**src/rtl/hbwd_pkg.sv**
```systemverilog
package hbwd_pkg;

  typedef struct packed {
    logic clear;   // zero prescaler and tick counter
    logic load;    // restart countdown on a heartbeat change
    logic count;   // advance prescaler this cycle
  } hbwdStrobe_t;

  typedef enum logic [1:0] {
    ST_IDLE    = 2'd0,
    ST_RUN     = 2'd1,
    ST_EXPIRED = 2'd2
  } hbwdState_e;

endpackage

```
**src/rtl/hbwd_datapath.sv**
```systemverilog
module hbwd_datapath
  import hbwd_pkg::*;
#(
  parameter int TICK_DIV      = 1000,
  parameter int TIMEOUT_TICKS = 1600,
  parameter int SYNC_STAGES   = 2
) (
  input  logic        clk,
  input  logic        rstN,
  input  logic        heartbeatIn,
  input  hbwdStrobe_t strobes,
  output logic        edgeSeen,
  output logic        timeoutHit
);

  localparam int PRE_W  = $clog2(TICK_DIV + 1);
  localparam int TICK_W = $clog2(TIMEOUT_TICKS + 1);
  localparam logic [PRE_W-1:0]  PRE_LAST  = PRE_W'(TICK_DIV - 1);
  localparam logic [TICK_W-1:0] TICK_LAST = TICK_W'(TIMEOUT_TICKS - 1);

  logic [SYNC_STAGES-1:0] syncChain;
  logic                   hbSampled;
  logic                   hbPrev;

  // Synchronizer: a shift chain, or a single flop when one stage is asked for
  generate
    if (SYNC_STAGES > 1) begin : g_chain
      always_ff @(posedge clk or negedge rstN) begin
        if (!rstN) syncChain <= '0;
        else       syncChain <= {syncChain[SYNC_STAGES-2:0], heartbeatIn};
      end
    end else begin : g_single
      always_ff @(posedge clk or negedge rstN) begin
        if (!rstN) syncChain <= '0;
        else       syncChain <= heartbeatIn;
      end
    end
  endgenerate

  assign hbSampled = syncChain[SYNC_STAGES-1];

  always_ff @(posedge clk or negedge rstN) begin
    if (!rstN) hbPrev <= 1'b0;
    else       hbPrev <= hbSampled;
  end

  // Either polarity of change counts as activity
  assign edgeSeen = hbSampled ^ hbPrev;

  logic [PRE_W-1:0]  preCnt;
  logic [TICK_W-1:0] tickCnt;
  logic              preWrap;
  logic              tickLast;

  assign preWrap  = (preCnt == PRE_LAST);
  assign tickLast = (tickCnt == TICK_LAST);

  always_ff @(posedge clk or negedge rstN) begin
    if (!rstN) begin
      preCnt  <= '0;
      tickCnt <= '0;
    end else if (strobes.clear || strobes.load) begin
      preCnt  <= '0;
      tickCnt <= '0;
    end else if (strobes.count) begin
      if (preWrap) begin
        preCnt  <= '0;
        tickCnt <= tickLast ? '0 : tickCnt + 1'b1;
      end else begin
        preCnt  <= preCnt + 1'b1;
      end
    end
  end

  assign timeoutHit = strobes.count & preWrap & tickLast;

  AST_LOAD_ZEROES: assert property (@(posedge clk) disable iff (!rstN)
    strobes.load |=> (preCnt == '0 && tickCnt == '0)) else $error("load did not zero counters");

  AST_CLEAR_HOLDS: assert property (@(posedge clk) disable iff (!rstN)
    (strobes.clear && $past(strobes.clear)) |-> (preCnt == '0 && tickCnt == '0)) else $error("counters moved while cleared");

endmodule

```
**src/rtl/hbwd_ctrl.sv**
```systemverilog
module hbwd_ctrl
  import hbwd_pkg::*;
(
  input  logic        clk,
  input  logic        rstN,
  input  logic        hbFloating,
  input  logic        sysReset,
  input  logic        edgeSeen,
  input  logic        timeoutHit,
  output hbwdStrobe_t strobes,
  output logic        expired
);

  hbwdState_e state;
  hbwdState_e stateNext;
  logic       disabled;

  assign disabled = hbFloating | sysReset;

  always_comb begin
    stateNext = state;
    strobes   = '0;
    if (disabled) begin
      stateNext     = ST_IDLE;
      strobes.clear = 1'b1;
    end else if (edgeSeen) begin
      stateNext    = ST_RUN;
      strobes.load = 1'b1;
    end else begin
      unique case (state)
        ST_IDLE:    strobes.clear = 1'b1;
        ST_RUN: begin
          strobes.count = 1'b1;
          if (timeoutHit) stateNext = ST_EXPIRED;
        end
        ST_EXPIRED: strobes.clear = 1'b1;
        default:    stateNext = ST_IDLE;
      endcase
    end
  end

  always_ff @(posedge clk or negedge rstN) begin
    if (!rstN) state <= ST_IDLE;
    else       state <= stateNext;
  end

  assign expired = (state == ST_EXPIRED);

  AST_FLOAT_CLEARS: assert property (@(posedge clk) disable iff (!rstN)
    hbFloating |=> (state == ST_IDLE)) else $error("floating input did not stop timer");

  AST_SYSRST_CLEARS: assert property (@(posedge clk) disable iff (!rstN)
    sysReset |=> (state == ST_IDLE)) else $error("system reset did not stop timer");

  AST_EDGE_RESTARTS: assert property (@(posedge clk) disable iff (!rstN)
    (edgeSeen && !disabled) |=> (state == ST_RUN)) else $error("edge did not restart countdown");

  AST_EXPIRE_HOLDS: assert property (@(posedge clk) disable iff (!rstN)
    (expired && !edgeSeen && !disabled) |=> expired) else $error("expired state released without edge");

  AST_TIMEOUT_EXPIRES: assert property (@(posedge clk) disable iff (!rstN)
    (state == ST_RUN && timeoutHit && !edgeSeen && !disabled) |=> expired) else $error("timeout not taken");

  AST_IDLE_NEEDS_EDGE: assert property (@(posedge clk) disable iff (!rstN)
    (state == ST_IDLE && !edgeSeen) |=> (state == ST_IDLE)) else $error("started without edge");

endmodule

```
**src/rtl/hbwd_top.sv**
```systemverilog
module hbwd_top
  import hbwd_pkg::*;
#(
  parameter int TICK_DIV      = 1000,
  parameter int TIMEOUT_TICKS = 1600,
  parameter int SYNC_STAGES   = 2
) (
  input  logic clk,
  input  logic rstN,
  input  logic heartbeatIn,
  input  logic hbFloating,
  input  logic sysReset,
  input  logic supplyOk,
  output logic wdogN
);

  hbwdStrobe_t strobes;
  logic        edgeSeen;
  logic        timeoutHit;
  logic        expired;

  hbwd_datapath #(
    .TICK_DIV     (TICK_DIV),
    .TIMEOUT_TICKS(TIMEOUT_TICKS),
    .SYNC_STAGES  (SYNC_STAGES)
  ) u_datapath (
    .clk        (clk),
    .rstN       (rstN),
    .heartbeatIn(heartbeatIn),
    .strobes    (strobes),
    .edgeSeen   (edgeSeen),
    .timeoutHit (timeoutHit)
  );

  hbwd_ctrl u_ctrl (
    .clk       (clk),
    .rstN      (rstN),
    .hbFloating(hbFloating),
    .sysReset  (sysReset),
    .edgeSeen  (edgeSeen),
    .timeoutHit(timeoutHit),
    .strobes   (strobes),
    .expired   (expired)
  );

  // Supply acts on the output with no register in the path
  assign wdogN = supplyOk & ~expired;

  AST_SUPPLY_LOW: assert property (@(posedge clk) disable iff (!rstN)
    !supplyOk |-> !wdogN) else $error("output high with supply low");

  AST_DISABLED_HIGH: assert property (@(posedge clk) disable iff (!rstN)
    ((hbFloating || sysReset) && supplyOk) |=> (wdogN || !supplyOk)) else $error("output low while disabled");

endmodule

```
**config.mk**
```make
export PLATFORM = sky130hd
export DESIGN_NAME = hbwd_top
export DESIGN_NICKNAME = d
export VERILOG_FILES = /design/src/rtl/hbwd_pkg.sv /design/src/rtl/hbwd_datapath.sv /design/src/rtl/hbwd_ctrl.sv /design/src/rtl/hbwd_top.sv
export SDC_FILE = /design/constraint.sdc
export NUM_CORES = 1
export LEC_CHECK = 0
export ABC_CLOCK_PERIOD_IN_PS = 1900
export CAP_MARGIN = 15
export CELL_PAD_IN_SITES_DETAIL_PLACEMENT = 0
export CELL_PAD_IN_SITES_GLOBAL_PLACEMENT = 1
export CORE_UTILIZATION = 48
export CTS_CLUSTER_SIZE = 14
export DETAILED_ROUTE_END_ITERATION = 8
export DONT_BUFFER_PORTS = 1
export MAX_ROUTING_LAYER = met4
export PLACE_DENSITY = 0.88
export SLEW_MARGIN = 20
export SYNTH_ARGS = -nofsm -noshare
export SYNTH_HDL_FRONTEND = slang
export SYNTH_SLANG_ARGS = --single-unit
```
**constraint.sdc**
```tcl
create_clock -name clk -period 1.9 [get_ports clk]
set_input_delay 0.19 -clock clk [delete_from_list [all_inputs] [get_ports clk]]
set_output_delay 0.19 -clock clk [all_outputs]
set_load 0.01 [all_outputs]
```
== Yosys cells after proc, flatten, opt, wreduce, memory -nomap -nowiden ==
Cells that the tools add are included.

* Add/subtract/negate cells: 2
* Eq/ne operators: 6
* Mux-type cells: 18
* Bitwise operators: 6
* Reduce and logical (&&, ||, !) cells: 7

{| class="wikitable"
|+ Operators with widths
! cell !! number
|-
| 11-bit 2-to-1 mux || 4
|-
| 10-bit 2-to-1 mux || 3
|-
| 11-bit by 1-bit adder with 11-bit output (second input constant) || 1
|-
| 11-bit equality test (second input constant) || 1
|-
| 10-bit by 1-bit adder with 10-bit output (second input constant) || 1
|-
| 10-bit equality test (second input constant) || 1
|-
| 2-bit 2-to-1 mux || 4
|-
| 1-bit 2-to-1 mux || 6
|-
| 4-bit by 3-bit != test with 1-bit output (second input constant) || 1
|-
| 2-bit case mux with 2 select lines || 1
|-
| 2-bit AND reduction || 2
|-
| 2-bit nonzero test || 2
|-
| 1-bit AND || 3
|-
| 3-bit by 1-bit != test with 1-bit output (second input constant) || 1
|-
| 2-bit by 1-bit equality test with 1-bit output (second input constant) || 1
|-
| 2-bit equality test (second input constant) || 1
|-
| 2-bit logical NOT || 1
|-
| 2-bit OR reduction || 1
|-
| 1-bit logical OR || 1
|-
| 1-bit NOT || 1
|-
| 1-bit OR || 1
|-
| 1-bit XOR || 1
|}

* Bits in registers: 26
* Bits of input ports: 6
* Output and inout port bits: 1
* Logic and storage cells: 44

== Logic depth before layout (Yosys ltp) ==
Gate-level depths: netlist (run 1).

* Depth in word-level cells: 10
* Gate-level depth with buffers: 6
* Mapped depth without buffers: 5

== By module ==
A second synthesis (run 1) with hierarchy kept.

* Cells, all modules: 147
* Area, all modules: 1,430.1 µm²

{| class="wikitable"
|+ Modules (own cells, without submodules)
! module !! instances !! cells an instance !! area each (µm²) !! seq. area each (µm²)
|-
| hbwd_datapath || 1 || 134 || 1,291.2 || 600.6
|-
| hbwd_ctrl || 1 || 12 || 125.1 || 50.0
|-
| hbwd_top || 1 || 1 || 13.8 || 0.0
|}

== Worst setup path after synthesis (run 1) ==
No wires, ideal clock.

* Path kind: register to register
* Start point: reg u_datapath.preCnt[0]
* End point: reg u_datapath.tickCnt[10]
* Setup time: 0.124 ns
* Data arrival time: 1.514 ns
* Required time: 1.776 ns
* Path slack: 0.262 ns
* Cell stages (with the launch flop): 7
* Path buffers: 1
* Period minus slack after synthesis: 1.638 ns
* Cells stage by stage: dfrtp_1 ha_1 and4b_1 nand3_1 buf_2 nand2_1 a211o_1

* Word-level cells in the longest chain between the ends: 3

{| class="wikitable"
|+ RTL lines
! what !! line !! RTL
|-
| from (decl) || hbwd_datapath.sv:50 || <nowiki>logic [PRE_W-1:0] preCnt;</nowiki>
|-
| from (signal assigned) || hbwd_datapath.sv:70 || <nowiki>preCnt <= preCnt + 1'b1;</nowiki>
|-
| 10-bit equality test || hbwd_datapath.sv:55 || <nowiki>assign preWrap = (preCnt == PRE_LAST);</nowiki>
|-
| 2-bit nonzero test (no source line) || n/a ||
|-
| 2-bit AND reduction (no source line) || n/a ||
|-
| to (signal assigned) || hbwd_datapath.sv:68 || <nowiki>tickCnt <= tickLast ? '0 : tickCnt + 1'b1;</nowiki>
|-
| to (decl) || hbwd_datapath.sv:51 || <nowiki>logic [TICK_W-1:0] tickCnt;</nowiki>
|}

Every way passes these cells.
A chain may end at the register's enable or synchronous reset.

== Worst setup path after layout (run 1) ==
* Start point: reg u_datapath.preCnt[1]
* End point: reg u_datapath.tickCnt[6]

The elaborated chain is that of the path after synthesis.

==> flow_metrics.env, run 1 <==
export IMPL_final_cells=192
export IMPL_setup_viol=0
export IMPL_drtPass1Iterations=4
export IMPL_clock_power_share=0.382
export IMPL_cts_sinks=26
export IMPL_cap_violations=0
export IMPL_antenna_found_initial=0
export IMPL_rr_worst_depth=5
export IMPL_synth_commonest_cells="26 x dfrtp_1, 15 x nand3_1, 13 x nand2_1"
export IMPL_drtIter0Drc=45
export IMPL_p_switching_w=0.000203
export IMPL_synth_cell_types=44
export IMPL_avgSynthCellArea_um2=9.60
export IMPL_areaGrowthSynthToFinish_pct=13.4
export IMPL_cp_data_arrival_time_ns=2.07
export IMPL_ir_drop_mv=0.448
export IMPL_dieArea_um2=3180
export IMPL_power_leakage_nw=0.658
export IMPL_grt_max_degree=27
export IMPL_ys_flop_type="dfrtp_1"
export IMPL_track_usage=0.205
export IMPL_slew_headroom=0.711
export IMPL_skew_ns=0.0120
export IMPL_cts_buffers=3
export IMPL_criticalPathCategory="reg -> reg"
export IMPL_yosys_area_top_type="dfrtp_1"
export IMPL_hp_class="in -> reg"
export IMPL_power_frac_comb=0.052
export IMPL_synth_fp_nets=156
export IMPL_outcome="complete, no violations"
export IMPL_synthTopCellsByArea="dfrtp_1 46%, nand3_1 5.3%, nand4_1 3.5%, nand2_1 3.4%, o21ai_0 3.2%"
export IMPL_yosys_warnings=0
export IMPL_drtAntennaViolNets=0
export IMPL_num_vias=1209
export IMPL_pwr_density_cell_nw_per_um2=618
export IMPL_synthXorXnorAreaFrac=0.0370
export IMPL_grt_pass1_vias=1203
export IMPL_synth_fa_ha_area_frac=0.0176
export IMPL_globalplace_congestion=0.840
export IMPL_synth_yosys_seq_area_share=0.458
export IMPL_synthMuxAreaShare=0
export IMPL_synth_simple_area_share=0.298
export IMPL_finalNetCount=170
export IMPL_hpwl_um=2190
export IMPL_initial_core_util=0.511
export IMPL_h_tree_depth=1
export IMPL_synth_seq_cells=26
export IMPL_drt_wl_total_um=2980
export IMPL_io_pins=7
export IMPL_switching_share=0.204
export IMPL_worstPathMaxFanout=6
export IMPL_fin_crit_sh=0.956
export IMPL_grt_overflow=0
export IMPL_hold_path_depth=2
export IMPL_fin_area_um2=1610
export IMPL_n_antenna_cell=0
export IMPL_timing_critical_path_to_type="flip-flop"
export IMPL_fin_crit_ns=1.82
export IMPL_syn_cell_area_um2=1420
export IMPL_clkLatencyLatePin_ns=0.32
export IMPL_die_width_um=56.4
export IMPL_worst_slack_ns=0.0839
export IMPL_wl_per_cell_um=15.5
export IMPL_slew_viol_final=0
export IMPL_p_int_w=0.000792
export IMPL_synth_top_area_frac=0.458
export IMPL_drcViolationCount=0
export IMPL_core_rowCount=19
export IMPL_cts_root_buf="clkbuf_4"
export IMPL_die_h_um=56.4
export IMPL_synth_edff_count=0
export IMPL_max_freq_mhz=551
export IMPL_synthArstFlopShare=1.00
export IMPL_setup_tns_final_ns=0
export IMPL_hold_violations=0
export IMPL_worstSetupStartpointType="flip-flop"
export IMPL_io_buffers=0
export IMPL_tritoncts="done"
export IMPL_floorplan_core_area_um2=2780
export IMPL_pwr_share_seq=0.566
export IMPL_synth_top_family_by_area="simple AND/OR/NAND/NOR gates"
export IMPL_dp_cells=184
export IMPL_clk_transition_reported_paths_ns=0.15
export IMPL_n_fill_cell=244
export IMPL_clockBufferDepth=2
export IMPL_synth_most_common_cell="dfrtp_1"
export IMPL_required_ns=2.15
export IMPL_worst_slew_pin_slew_ns=0.431
export IMPL_vias_per_cell=6.30
export IMPL_synth_compound_gate_area_share=0.169
export IMPL_pre_cts_ws_ns=0.0879
export IMPL_grt_pass1_wl_um=5060
export IMPL_place_area_um2=1510
export IMPL_drive_gt1_frac=0.137
export IMPL_syn_inst=148
-- registers in the layout, indices dropped and copies added, names as in the netlist --
name	flops
u_datapath.tickCnt	11
u_datapath.preCnt	10
u_datapath.hbPrev	1
u_ctrl.state	2
u_datapath.syncChain	2
-- worst paths after layout --
path,to,from,slack [ns]
min in group asynchronous,u_datapath.tickCnt[7],rstN,0.27
setup / recovery,u_datapath.tickCnt[6],u_datapath.preCnt[1],0.08
hold / removal,u_ctrl.state[1],hbFloating,0.09
setup reg to reg,u_datapath.tickCnt[6],u_datapath.preCnt[1],0.08
max in group asynchronous,u_datapath.preCnt[3],rstN,1.47
hold reg to reg,u_datapath.syncChain[1],u_datapath.syncChain[0],0.38
-- what timing repair did --
action / CTS / global route
hold endpoints to repair: 27 / 0
endpoints found under the setup margin: 0 / 1
resized for setup: 0 / 1
hold buffers: 3 / 0
setup buffers: 0 / 1
-- cell type report --
| type | count | area (um^2) | share of cell area |
|---|---|---|---|
| Sequential cell | 26 | 651 | 0.404 |
| Multi-Input combinational cell | 115 | 746 | 0.463 |
| Clock inverter | 1 | 30.0 | 0.0186 |
| Timing Repair Buffer | 12 | 108 | 0.0668 |
| Tap cell | 31 | 38.8 | 0.0241 |
| Inverter | 4 | 15.0 | 0.00932 |
| Clock buffer | 3 | 22.5 | 0.0140 |
-- power groups by stage --
stage | Sequential (W) | Clock, W | Combinational [W]
2_1_floorplan | 0.000574 | 0 | 0.0000212
3_5_place_dp | 0.000574 | 0 | 0.0000319
6_report | 0.000563 | 0.000380 | 0.0000516
3_3_place_gp | 0.000573 | 0 | 0.0000314
4_1_cts | 0.000563 | 0.000394 | 0.0000514
5_1_grt | 0.000563 | 0.000406 | 0.0000585
-- metal layers --
| layer | wire length [um] | global-route usage |
|---|---|---|
| met1 | 1360 | 0.248 |
| met2 | 1510 | 0.349 |
| met3 | 78 | 0.0230 |
| met4 | 39 | 0.0836 |
| met5 | 0 | - |
-- layout by cell type (no fill, tap or decap), types with 2 or more instances in the layout --
cell	n
or4_1	2
a21oi_1	5
clkbuf_4	3
a41o_1	2
nor4_1	2
dlygate4sd3_1	2
dfrtp_1	26
inv_1	4
nor3_1	2
o31ai_1	4
ha_1	2
o211ai_1	5
buf_4	9
nand3_1	14
and2_1	3
and3_1	5
and4_1	2
nand4_1	8
or3_1	2
nand2_1	13
nor2_1	6
or3_2	2
xnor2_1	3
xor2_1	3
o21ai_0	9
-- cells by family (layout without fill, tap and decap cells) --
group,Yosys count,in the layout
buf+inv,7,20
simple gates,72,72
xor+xnor,6,6
compound gates,35,35
flops,26,26
fa+ha+maj,2,2
-- stage by stage --
step                      utilization  total power, W  hold slack [ns]
after detailed placement        0.541        0.000606           -0.105
after global routing            0.579         0.00103           0.0812
final                           0.579        0.000995           0.0931
after global placement          0.541        0.000605           -0.105
after floorplan                     -        0.000595           -0.106
after CTS                       0.574         0.00101           0.0794
-- worst max-delay path, cell delays in order (launching register included) --
cell and delay [ns]:
dfrtp_1 0.41, ha_1 0.24, and4b_1 0.28, nand3_2 0.15
or4_1 0.52, a21oi_1 0.15
Note: power is estimated with default switching activity, not from simulation.
==> run 2: changes to the inputs <==
--- a/config.mk
+++ b/config.mk
@@ -9,6 +9,7 @@
 export CAP_MARGIN = 15
 export CELL_PAD_IN_SITES_DETAIL_PLACEMENT = 0
 export CELL_PAD_IN_SITES_GLOBAL_PLACEMENT = 1
+export CORE_ASPECT_RATIO = 1.75
 export CORE_UTILIZATION = 48
 export CTS_CLUSTER_SIZE = 14
 export DETAILED_ROUTE_END_ITERATION = 8
==> flow_metrics.env, run 2 (same netlist as run 1, synthesis figures left out) <==
export IMPL_post_cts_buffers=0
export IMPL_mostFrequentLayoutCell="dfrtp_1"
export IMPL_drcViolationCount=0
export IMPL_cts_buffers=3
export IMPL_max_freq_mhz=561
export IMPL_drive_gt1_frac=0.143
export IMPL_clk_transition_reported_paths_ns=0.09
export IMPL_worst_path_largest_cell_delay_ns=0.52
export IMPL_grt_pass1_wl_um=5490
export IMPL_largest_reg_flops=11
export IMPL_areaGrowthSynthToFinish_pct=14.5
export IMPL_grt_pass1_vias=1301
export IMPL_core_rowCount=25
export IMPL_clockBufferDepth=2
export IMPL_skew_ns=0.00477
export IMPL_dp_cells=181
export IMPL_num_vias=1213
export IMPL_reg_largest_list="u_datapath.tickCnt: 11 flops, u_datapath.preCnt: 10 flops"
export IMPL_pwr_density_cell_nw_per_um2=662
export IMPL_grt_use_met1=0.248
export IMPL_drtIter0Drc=35
export IMPL_hpwl_um=2310
export IMPL_cts_root_buf="clkbuf_8"
export IMPL_timing_critical_path_to_type="flip-flop"
export IMPL_hp_class="in -> reg"
export IMPL_track_usage=0.230
export IMPL_die_h_um=74.0
export IMPL_vias_per_cell=6.45
export IMPL_slew_headroom=0.737
export IMPL_slew_viol_final=0
export IMPL_pre_cts_ws_ns=0.0921
export IMPL_drtPass1Iterations=4
export IMPL_final_cell_mix="26 x dfrtp_1, 14 x nand3_1, 13 x nand2_1"
export IMPL_outcome="complete, no violations"
export IMPL_fin_hold_ws_ns=0.155
export IMPL_worstPathMaxFanout=6
export IMPL_power_leakage_nw=0.662
export IMPL_dieArea_um2=3190
export IMPL_use_met3=0.0218
export IMPL_cp_data_arrival_time_ns=1.99
export IMPL_drt_wl_total_um=3160
export IMPL_final_cells=188
export IMPL_hold_violations=0
export IMPL_wl_per_cell_um=16.8
export IMPL_slowest_stage="or4_1"
export IMPL_io_pins=7
export IMPL_crit_chain="ha_2 -> and4b_1 -> nand3_2 -> or4_1 -> a21oi_1"
export IMPL_setup_viol=0
export IMPL_rsz0062_at_grt="no"
export IMPL_grt_overflow=0
export IMPL_finalNetCount=170
export IMPL_io_buffers=0
export IMPL_initial_core_util=0.516
export IMPL_fin_crit_sh=0.938
export IMPL_floorplan_core_area_um2=2750
export IMPL_tritoncts="done"
export IMPL_die_width_um=43.1
export IMPL_met2_usage=0.433
export IMPL_criticalPathCategory="reg -> reg"
export IMPL_n_antenna_cell=0
export IMPL_antenna_found_initial=0
export IMPL_fin_crit_ns=1.78
export IMPL_cts_sinks=26
export IMPL_worst_slack_ns=0.117
export IMPL_worstSetupStartpointType="flip-flop"
export IMPL_grt_most_used_layer="met2"
export IMPL_required_ns=2.10
export IMPL_worst_slew_pin_slew_ns=0.385
export IMPL_setup_tns_final_ns=0
export IMPL_drtAntennaViolNets=0
export IMPL_globalplace_congestion=0.883
export IMPL_grt_max_degree=27
export IMPL_cap_violations=0
export IMPL_regMostFlops="u_datapath.tickCnt"
export IMPL_clkLatencyLatePin_ns=0.27
export IMPL_h_tree_depth=1
export IMPL_ir_drop_mv=0.508
==> run 2: changes by cell type in the layout (fill, tap and decap cells not counted) <==
cell / previous run / this run
ha_2: 0 / 1
clkbuf_4: 3 / 0
ha_1: 2 / 1
clkbuf_8: 0 / 3
==> run 2: final cells by class <==
cell class	instances	area, um^2
fillers	259	1130
multi-input cells	115	748
flip-flops and latches	26	651
repair buffers	12	108
clock buffers	3	41.3
well taps	27	33.8
clock inverters	1	30.0
inverters	4	15.0
==> run 2: final timing paths <==
check	from	end	slack [ns]	depth (start not counted)
setup / recovery	u_datapath.preCnt[0]	u_datapath.tickCnt[6]	0.12	5
max in group asynchronous	rstN	u_datapath.preCnt[4]	1.41	2
min in group asynchronous	rstN	u_datapath.tickCnt[9]	0.34	2
setup reg to reg	u_datapath.preCnt[0]	u_datapath.tickCnt[6]	0.12	5
hold / removal	hbFloating	u_ctrl.state[1]	0.16	2
hold reg to reg	u_datapath.syncChain[0]	u_datapath.syncChain[1]	0.38	0
==> run 2: through the flow <==
step	cell area, um^2	util	total power [W]
floorplan	1420	-	0.000595
global placement	1510	0.548	0.000605
detailed placement	1510	0.548	0.000607
CTS	1620	0.588	0.00108
global route	1630	0.591	0.00111
finish	1630	0.591	0.00108
==> run 2: per-layer routing <==
| metal | vias to the layer above | wire length (um) |
|---|---|---|
| li1 | 595 | - |
| met1 | 608 | 1260 |
| met2 | 6 | 1820 |
| met3 | 4 | 35 |
| met4 | 0 | 40 |
| met5 | - | 0 |
==> run 2: power by group <==
part	leakage (nW)	total (W)	switching (W)	internal, W
Sequential	0.356	0.000565	0.00000597	0.000559
Combinational	0.271	0.0000500	0.0000305	0.0000195
Clock	0.0357	0.000462	0.000180	0.000282
==> run 2: repair_timing <==
action                                  CTS  global route
hold endpoints to repair                 27             0
gates resized for setup                   0             2
hold buffers                              3             0
endpoints found under the setup margin    0             1
==> run 2: critical path: cells and delay by family (launching register included) <==
kind,cells,cell delay [ns]
DFF,1,0.41
adders and majority gates,1,0.23
and+or+nand+nor,3,0.92
AOI/OAI and AO/OA,1,0.15
